==> src/rtl/audio_ser_tx.sv <==
module audio_ser_tx #(
  parameter int SAMPLE_W = 24,
  parameter int SHORT_W  = 16,
  parameter int CNT_W    = 8
) (
  input  logic                bclk,
  input  logic                rst_n,
  input  logic                lrclk,
  input  logic                fmt_i2s,
  input  logic [SAMPLE_W-1:0] left_in,
  input  logic [SAMPLE_W-1:0] right_in,
  output logic                sdata
);

  localparam logic [CNT_W-1:0] CNT_MAX  = {CNT_W{1'b1}};
  localparam logic [CNT_W:0]   LONG_LEN = (CNT_W+1)'(SAMPLE_W);
  localparam logic [CNT_W:0]   SHRT_LEN = (CNT_W+1)'(SHORT_W);

  logic                lr_q, primed, measured, wide, sdata_q;
  logic [CNT_W-1:0]    cnt;
  logic [SAMPLE_W-1:0] l_buf, r_buf;

  wire edge_lr     = primed && (lrclk != lr_q);
  wire is_left     = fmt_i2s ? ~lrclk : lrclk;
  wire frame_start = edge_lr && is_left;

  wire [CNT_W-1:0] pos      = edge_lr ? '0 : ((cnt == CNT_MAX) ? cnt : cnt + 1'b1);
  wire [CNT_W:0]   half_len = {1'b0, cnt} + 1'b1;
  wire             wide_now = (edge_lr && measured) ? (half_len >= LONG_LEN) : wide;

  wire [CNT_W:0] w_now = wide_now ? LONG_LEN : SHRT_LEN;
  wire [CNT_W:0] w_old = wide ? LONG_LEN : SHRT_LEN;

  wire [SAMPLE_W-1:0] cur_word  = frame_start ? left_in : (is_left ? l_buf : r_buf);
  wire [SAMPLE_W-1:0] prev_word = is_left ? r_buf : l_buf;

  wire [CNT_W:0] pos_x   = {1'b0, pos};
  wire [CNT_W:0] idx     = pos_x - {{CNT_W{1'b0}}, fmt_i2s};
  wire           in_data = (pos_x >= {{CNT_W{1'b0}}, fmt_i2s}) && (idx < w_now);
  wire           spill   = edge_lr && fmt_i2s && measured && (half_len == w_old);

  logic next_bit;
  always_comb begin
    next_bit = 1'b0;
    if (spill)
      next_bit = prev_word[SAMPLE_W - int'(w_old)];
    else if (in_data)
      next_bit = cur_word[SAMPLE_W - 1 - int'(idx)];
  end

  always_ff @(negedge bclk or negedge rst_n) begin
    if (!rst_n) begin
      lr_q     <= 1'b0;
      primed   <= 1'b0;
      measured <= 1'b0;
      wide     <= 1'b1;
      cnt      <= '0;
      l_buf    <= '0;
      r_buf    <= '0;
      sdata_q  <= 1'b0;
    end else begin
      lr_q    <= lrclk;
      primed  <= 1'b1;
      cnt     <= pos;
      wide    <= wide_now;
      sdata_q <= next_bit;
      if (edge_lr) measured <= 1'b1;
      if (frame_start) begin
        l_buf <= left_in;
        r_buf <= right_in;
      end
    end
  end

  assign sdata = sdata_q;

endmodule

==> config.mk <==
export PLATFORM = sky130hd
export DESIGN_NAME = audio_ser_tx
export DESIGN_NICKNAME = d
export VERILOG_FILES = /design/src/rtl/audio_ser_tx.sv
export SDC_FILE = /design/constraint.sdc
export NUM_CORES = 1
export LEC_CHECK = 0
export BUFFER_PORTS_ARGS = -buffer_cell sky130_fd_sc_hd__buf_2
export CAP_MARGIN = 25
export CORE_ASPECT_RATIO = 1.25
export CORE_UTILIZATION = 61
export DETAILED_ROUTE_END_ITERATION = 12
export HOLD_SLACK_MARGIN = 0.1
export PLACE_DENSITY = 0.82
export SKIP_CTS_REPAIR_TIMING = 1
export SLEW_MARGIN = 30
export SYNTH_ARGS = -nofsm -noshare
export SYNTH_HDL_FRONTEND = slang
export SYNTH_SLANG_ARGS = --single-unit
export TNS_END_PERCENT = 5
==> constraint.sdc <==
create_clock -name bclk -period 8.35 [get_ports bclk]
set_clock_uncertainty 0.05 [all_clocks]
set_input_delay 0 -clock bclk [delete_from_list [all_inputs] [get_ports bclk]]
set_output_delay 0 -clock bclk [all_outputs]
set_load 0.05 [all_outputs]
-- Word level (Yosys, flattened, before mapping)
Cells that the tools add are included.
Widths: inputs -> output; s select.
- multiplexer cells: 17
- bitwise gates (word level): 1
- equality and inequality tests: 3
- reduce and logical (&&, ||, !) cells: 7
- magnitude comparators: 5
- $add $sub $neg: 5
- operators with widths (cell ; count):
    $mux 24 ; 3
    $mux 8 ; 2
    $bmux 1 s5 ; 2
    $lt 10x7->1 const B ; 1
    $sub 5x9->10 const A ; 1
    $add 8x1->9 const B ; 1
    $eq 9x5->1 ; 1
    $ge 9x5->1 const B ; 1
    $lt 9x5->1 ; 1
    $sub 8x1->9 ; 1
    $add 8x1->8 const B ; 1
    $eq 8x8->1 const B ; 1
    $ge 8x1->1 ; 1
    $mux 1 ; 8
    $mux 4 ; 2
    $logic_and 1x1->1 ; 7
    $lt 6x7->1 const B ; 1
    $sub 5x5->6 const A ; 1
    $ne 1x1->1 ; 1
    $not 1->1 ; 1
- register bits after elaboration: 61
- word-level logic and storage cells: 46
- output and inout bits: 1
- input port bits: 52

-- Longest topological paths before layout
- depth after elaboration: 10
- mapped depth: 16

==> load_flow_metrics.sql <==
INSERT INTO impl_metrics (metric_group, metric, value, unit) VALUES
('cts', 'cts_max_level', '3', ''),
('global_route', 'grt_antenna_before_repair', '0', ''),
('logic_synthesis', 'instance_count_of_the_mapped_netlist', '375', ''),
('routing', 'finalWirelength', '7370', 'um'),
('cts', 'cts_num_sinks', '61', ''),
('global_route', 'track_usage', '0.285', ''),
('routing', 'route.detailed.drc', '1', ''),
('outcome', 'outcome', 'finished with violations', ''),
('floorplan', 'die-height', '85.7', 'um'),
('worst_setup_path', 'cp.required', '4.46', 'ns'),
('routing', 'vias', '2781', ''),
('worst_setup_path', 'worst_path_max_delay_cell', 'sky130_fd_sc_hd__and2_1', ''),
('global_route', 'grt_first_pass_wirelength', '12300', 'um'),
('floorplan', 'top_level_ports', '53', ''),
('cts', 'cts_tree', 'yes', ''),
('timing', 'finalSetupViolations', '0', ''),
('floorplan', 'die_w', '68.9', 'um'),
('worst_setup_path', 'timing.reg2reg.setup_slack', '4.72', 'ns'),
('timing', 'pin_slew_with_the_least_headroom_to_its_limit', '0.765', 'ns'),
('logic_synthesis', 'synth.top_cells.by_area', 'sky130_fd_sc_hd__dfrtn_1 (44%), sky130_fd_sc_hd__nand2_1 (16%), sky130_fd_sc_hd__mux2_2 (6.3%)', ''),
('finish', 'fraction_of_final_layout_cells_sized_beyond_drive_strength_1', '0.251', ''),
('logic_synthesis', 'synthDominantAreaCellType', 'sky130_fd_sc_hd__dfrtn_1', ''),
('worst_setup_path', 'cpLargestDelayFamily', 'compound AO/OA/AOI/OAI gates', ''),
('logic_synthesis', 'synth_most_common_cell', 'sky130_fd_sc_hd__nand2_1', ''),
('finish', 'multiInputGateArea', '0.00177', 'sq mm'),
('finish', 'nNetsFinal', '478', ''),
('floorplan', 'die_area', '0.00590', 'sq mm'),
('worst_setup_path', 'critPathMaxStageDelay', '0.42', 'ns'),
('cts', 'clock_tree.buffer_depth', '2', ''),
('global_route', 'number_of_global_route_vias_before_repair', '2669', ''),
('logic_synthesis', 'post_synth_most_frequent_cells', 'sky130_fd_sc_hd__nand2_1 (147), sky130_fd_sc_hd__dfrtn_1 (60), sky130_fd_sc_hd__mux2_2 (19)', ''),
('finish', 'seqCellArea', '0.00153', 'sq mm'),
('worst_setup_path', 'r2r_cells', '12', ''),
('worst_setup_path', 'critical_path.n_buffers_inverters', '3', ''),
('timing', 'slew_viol_final', '0', ''),
('logic_synthesis', 'register_bit_total_from_synthesis', '61', ''),
('placement', 'dp.final_hpwl', '5200', 'um'),
('job', 'max_cap_viol_count', '0', ''),
('routing', 'detail_route.iter0.violations', '227', ''),
('finish', 'num-fill-cells', '422', ''),
('cts', 'tritoncts.num_buffers', '9', ''),
('logic_synthesis', 'synth_largest_type_area_fraction', '0.440', ''),
('placement', 'finalWeightedCongestion', '0.846', ''),
('worst_setup_path', 'critical_path_sink', 'sdata', ''),
('floorplan', 'initial_core_util', '0.632', ''),
('floorplan', 'core_box_area', '0.00541', 'sq mm'),
('logic_synthesis', 'synthesis.nets', '431', ''),
('logic_synthesis', 'synth.yosys.seq_area_share', '0.447', ''),
('worst_setup_path', 'end_kind', 'flip-flop', ''),
('hold_path', 'hold_path.class', 'flip-flop to flip-flop', ''),
('timing', 'tns', '0', 'ns'),
('routing', 'drt-wirelength-per-cell', '15.0', 'um'),
('logic_synthesis', 'synthesis.area_per_instance', '9.11', 'sq um'),
('routing', 'routed_via_density', '5.66', ''),
('worst_setup_path', 'cp-startpoint', 'lrclk', ''),
('finish', 'synthToLayoutAreaGrowth', '13.9', '%'),
('outcome', 'failed_checks', 'DRC', ''),
('timing', 'slew_headroom', '0.490', ''),
('logic_synthesis', 'synth_edf_count', '0', ''),
('timing', 'finalHoldViolCount', '0', ''),
('logic_synthesis', 'yosys_warnings', '0', ''),
('worst_setup_path', 'setup.worst_path.class', 'primary input to flip-flop', ''),
('finish', 'insertedDiodeCount', '0', ''),
('power', 'power_density', '257', 'mW/mm^2'),
('worst_setup_path', 'path_cells', 'buf_2, xor2_1, and2_1, nor2_1, inv_1, ha_1, inv_1, a211o_1, o21ai_0, xor2_1, a21oi_1, a32o_1, o31ai_2', ''),
('power', 'leakagePower', '1.99', 'nW'),
('cts', 'clk_latency', '0.38', 'ns'),
('logic_synthesis', 'yosysUniqueCellTypes', '55', ''),
('worst_setup_path', 'start_kind', 'primary input', ''),
('worst_setup_path', 'worst_r2r_endpoint', 'sdata', ''),
('timing', 'finalHoldWorstSlack', '0.367', 'ns');
-- power breakdown --
part	switching (W)	internal [W]
combinational	0.000182	0.000159
clock	0.000112	0.000144
sequential	0.0000419	0.000361
total	0.000336	0.000663
-- placed cells by master (no fill, tap or decap), types with 4 or more instances in the layout --
master / instances
sky130_fd_sc_hd__and3_1: 5
sky130_fd_sc_hd__mux2_2: 19
sky130_fd_sc_hd__nand2_1: 147
sky130_fd_sc_hd__buf_2: 52
sky130_fd_sc_hd__clkbuf_8: 10
sky130_fd_sc_hd__inv_1: 7
sky130_fd_sc_hd__o21ai_0: 10
sky130_fd_sc_hd__xor2_1: 4
sky130_fd_sc_hd__ha_1: 4
sky130_fd_sc_hd__a21oi_1: 10
sky130_fd_sc_hd__nand3_1: 6
sky130_fd_sc_hd__nor2_1: 15
sky130_fd_sc_hd__buf_4: 4
sky130_fd_sc_hd__dfrtn_1: 60
sky130_fd_sc_hd__mux2i_1: 8
sky130_fd_sc_hd__mux4_2: 9
-- cell type report --
cell class / instances / area share
Clock inverter: 6 / 0.0138
Multi-Input combinational cell: 287 / 0.456
Inverter: 6 / 0.00579
Clock buffer: 11 / 0.0364
Sequential cell: 61 / 0.393
Timing Repair Buffer: 56 / 0.0747
Tap cell: 64 / 0.0206
-- state kept, by name (all words and copies together) (netlist names) --
register  flops
l_buf        24
r_buf        24
cnt           8
lr_q          1
measured      1
primed        1
sdata         1
wide          1
-- worst min-delay path, cell delays in order, from the launching register on --
cell and delay, ns:
sky130_fd_sc_hd__dfrtn_1 0.40, sky130_fd_sc_hd__nand2_1 0.05, sky130_fd_sc_hd__nand2_1 0.05
-- worst min path at each step --
stage / from / end / slack, ns / depth (start not counted)
2_1_floorplan: l_buf[10] / l_buf[10] / 0.35 / 2
3_3_place_gp: l_buf[13] / l_buf[13] / 0.36 / 2
3_5_place_dp: l_buf[11] / l_buf[11] / 0.37 / 2
4_1_cts: l_buf[11] / l_buf[11] / 0.37 / 2
5_1_grt: l_buf[9] / l_buf[9] / 0.38 / 2
6_report: l_buf[10] / l_buf[10] / 0.37 / 2
-- per-layer routing --
metal	global-route usage	vias to the layer above	wire length (um)
met5	0	-	0
met3	0.0612	10	363
li1	-	1366	-
met2	0.452	77	3720
met1	0.372	1328	3170
met4	0.122	0	120
-- cells by family after synthesis --
family / synth area share
XOR/XNOR: 0.0227
buffers and inverters: 0.0344
adder cells (fa/ha/maj): 0.0147
other: 0.00110
AO/OA/AOI/OAI: 0.0975
AND/OR/NAND/NOR: 0.232
multiplexers: 0.150
flip-flops: 0.447
-- through the flow --
stage,cell area [sq um],power (W),setup slack [ns],instances,utilization
global route,3890,0.00106,1.45,491,0.719
finish,3890,0.000999,1.72,491,0.719
detailed placement,3700,0.000746,1.42,475,0.684
floorplan,3410,0.000662,1.80,375,-
CTS,3890,0.00101,1.76,491,0.719
global placement,3690,0.000734,1.51,475,0.684
Note: power is estimated with default switching activity, not from simulation.
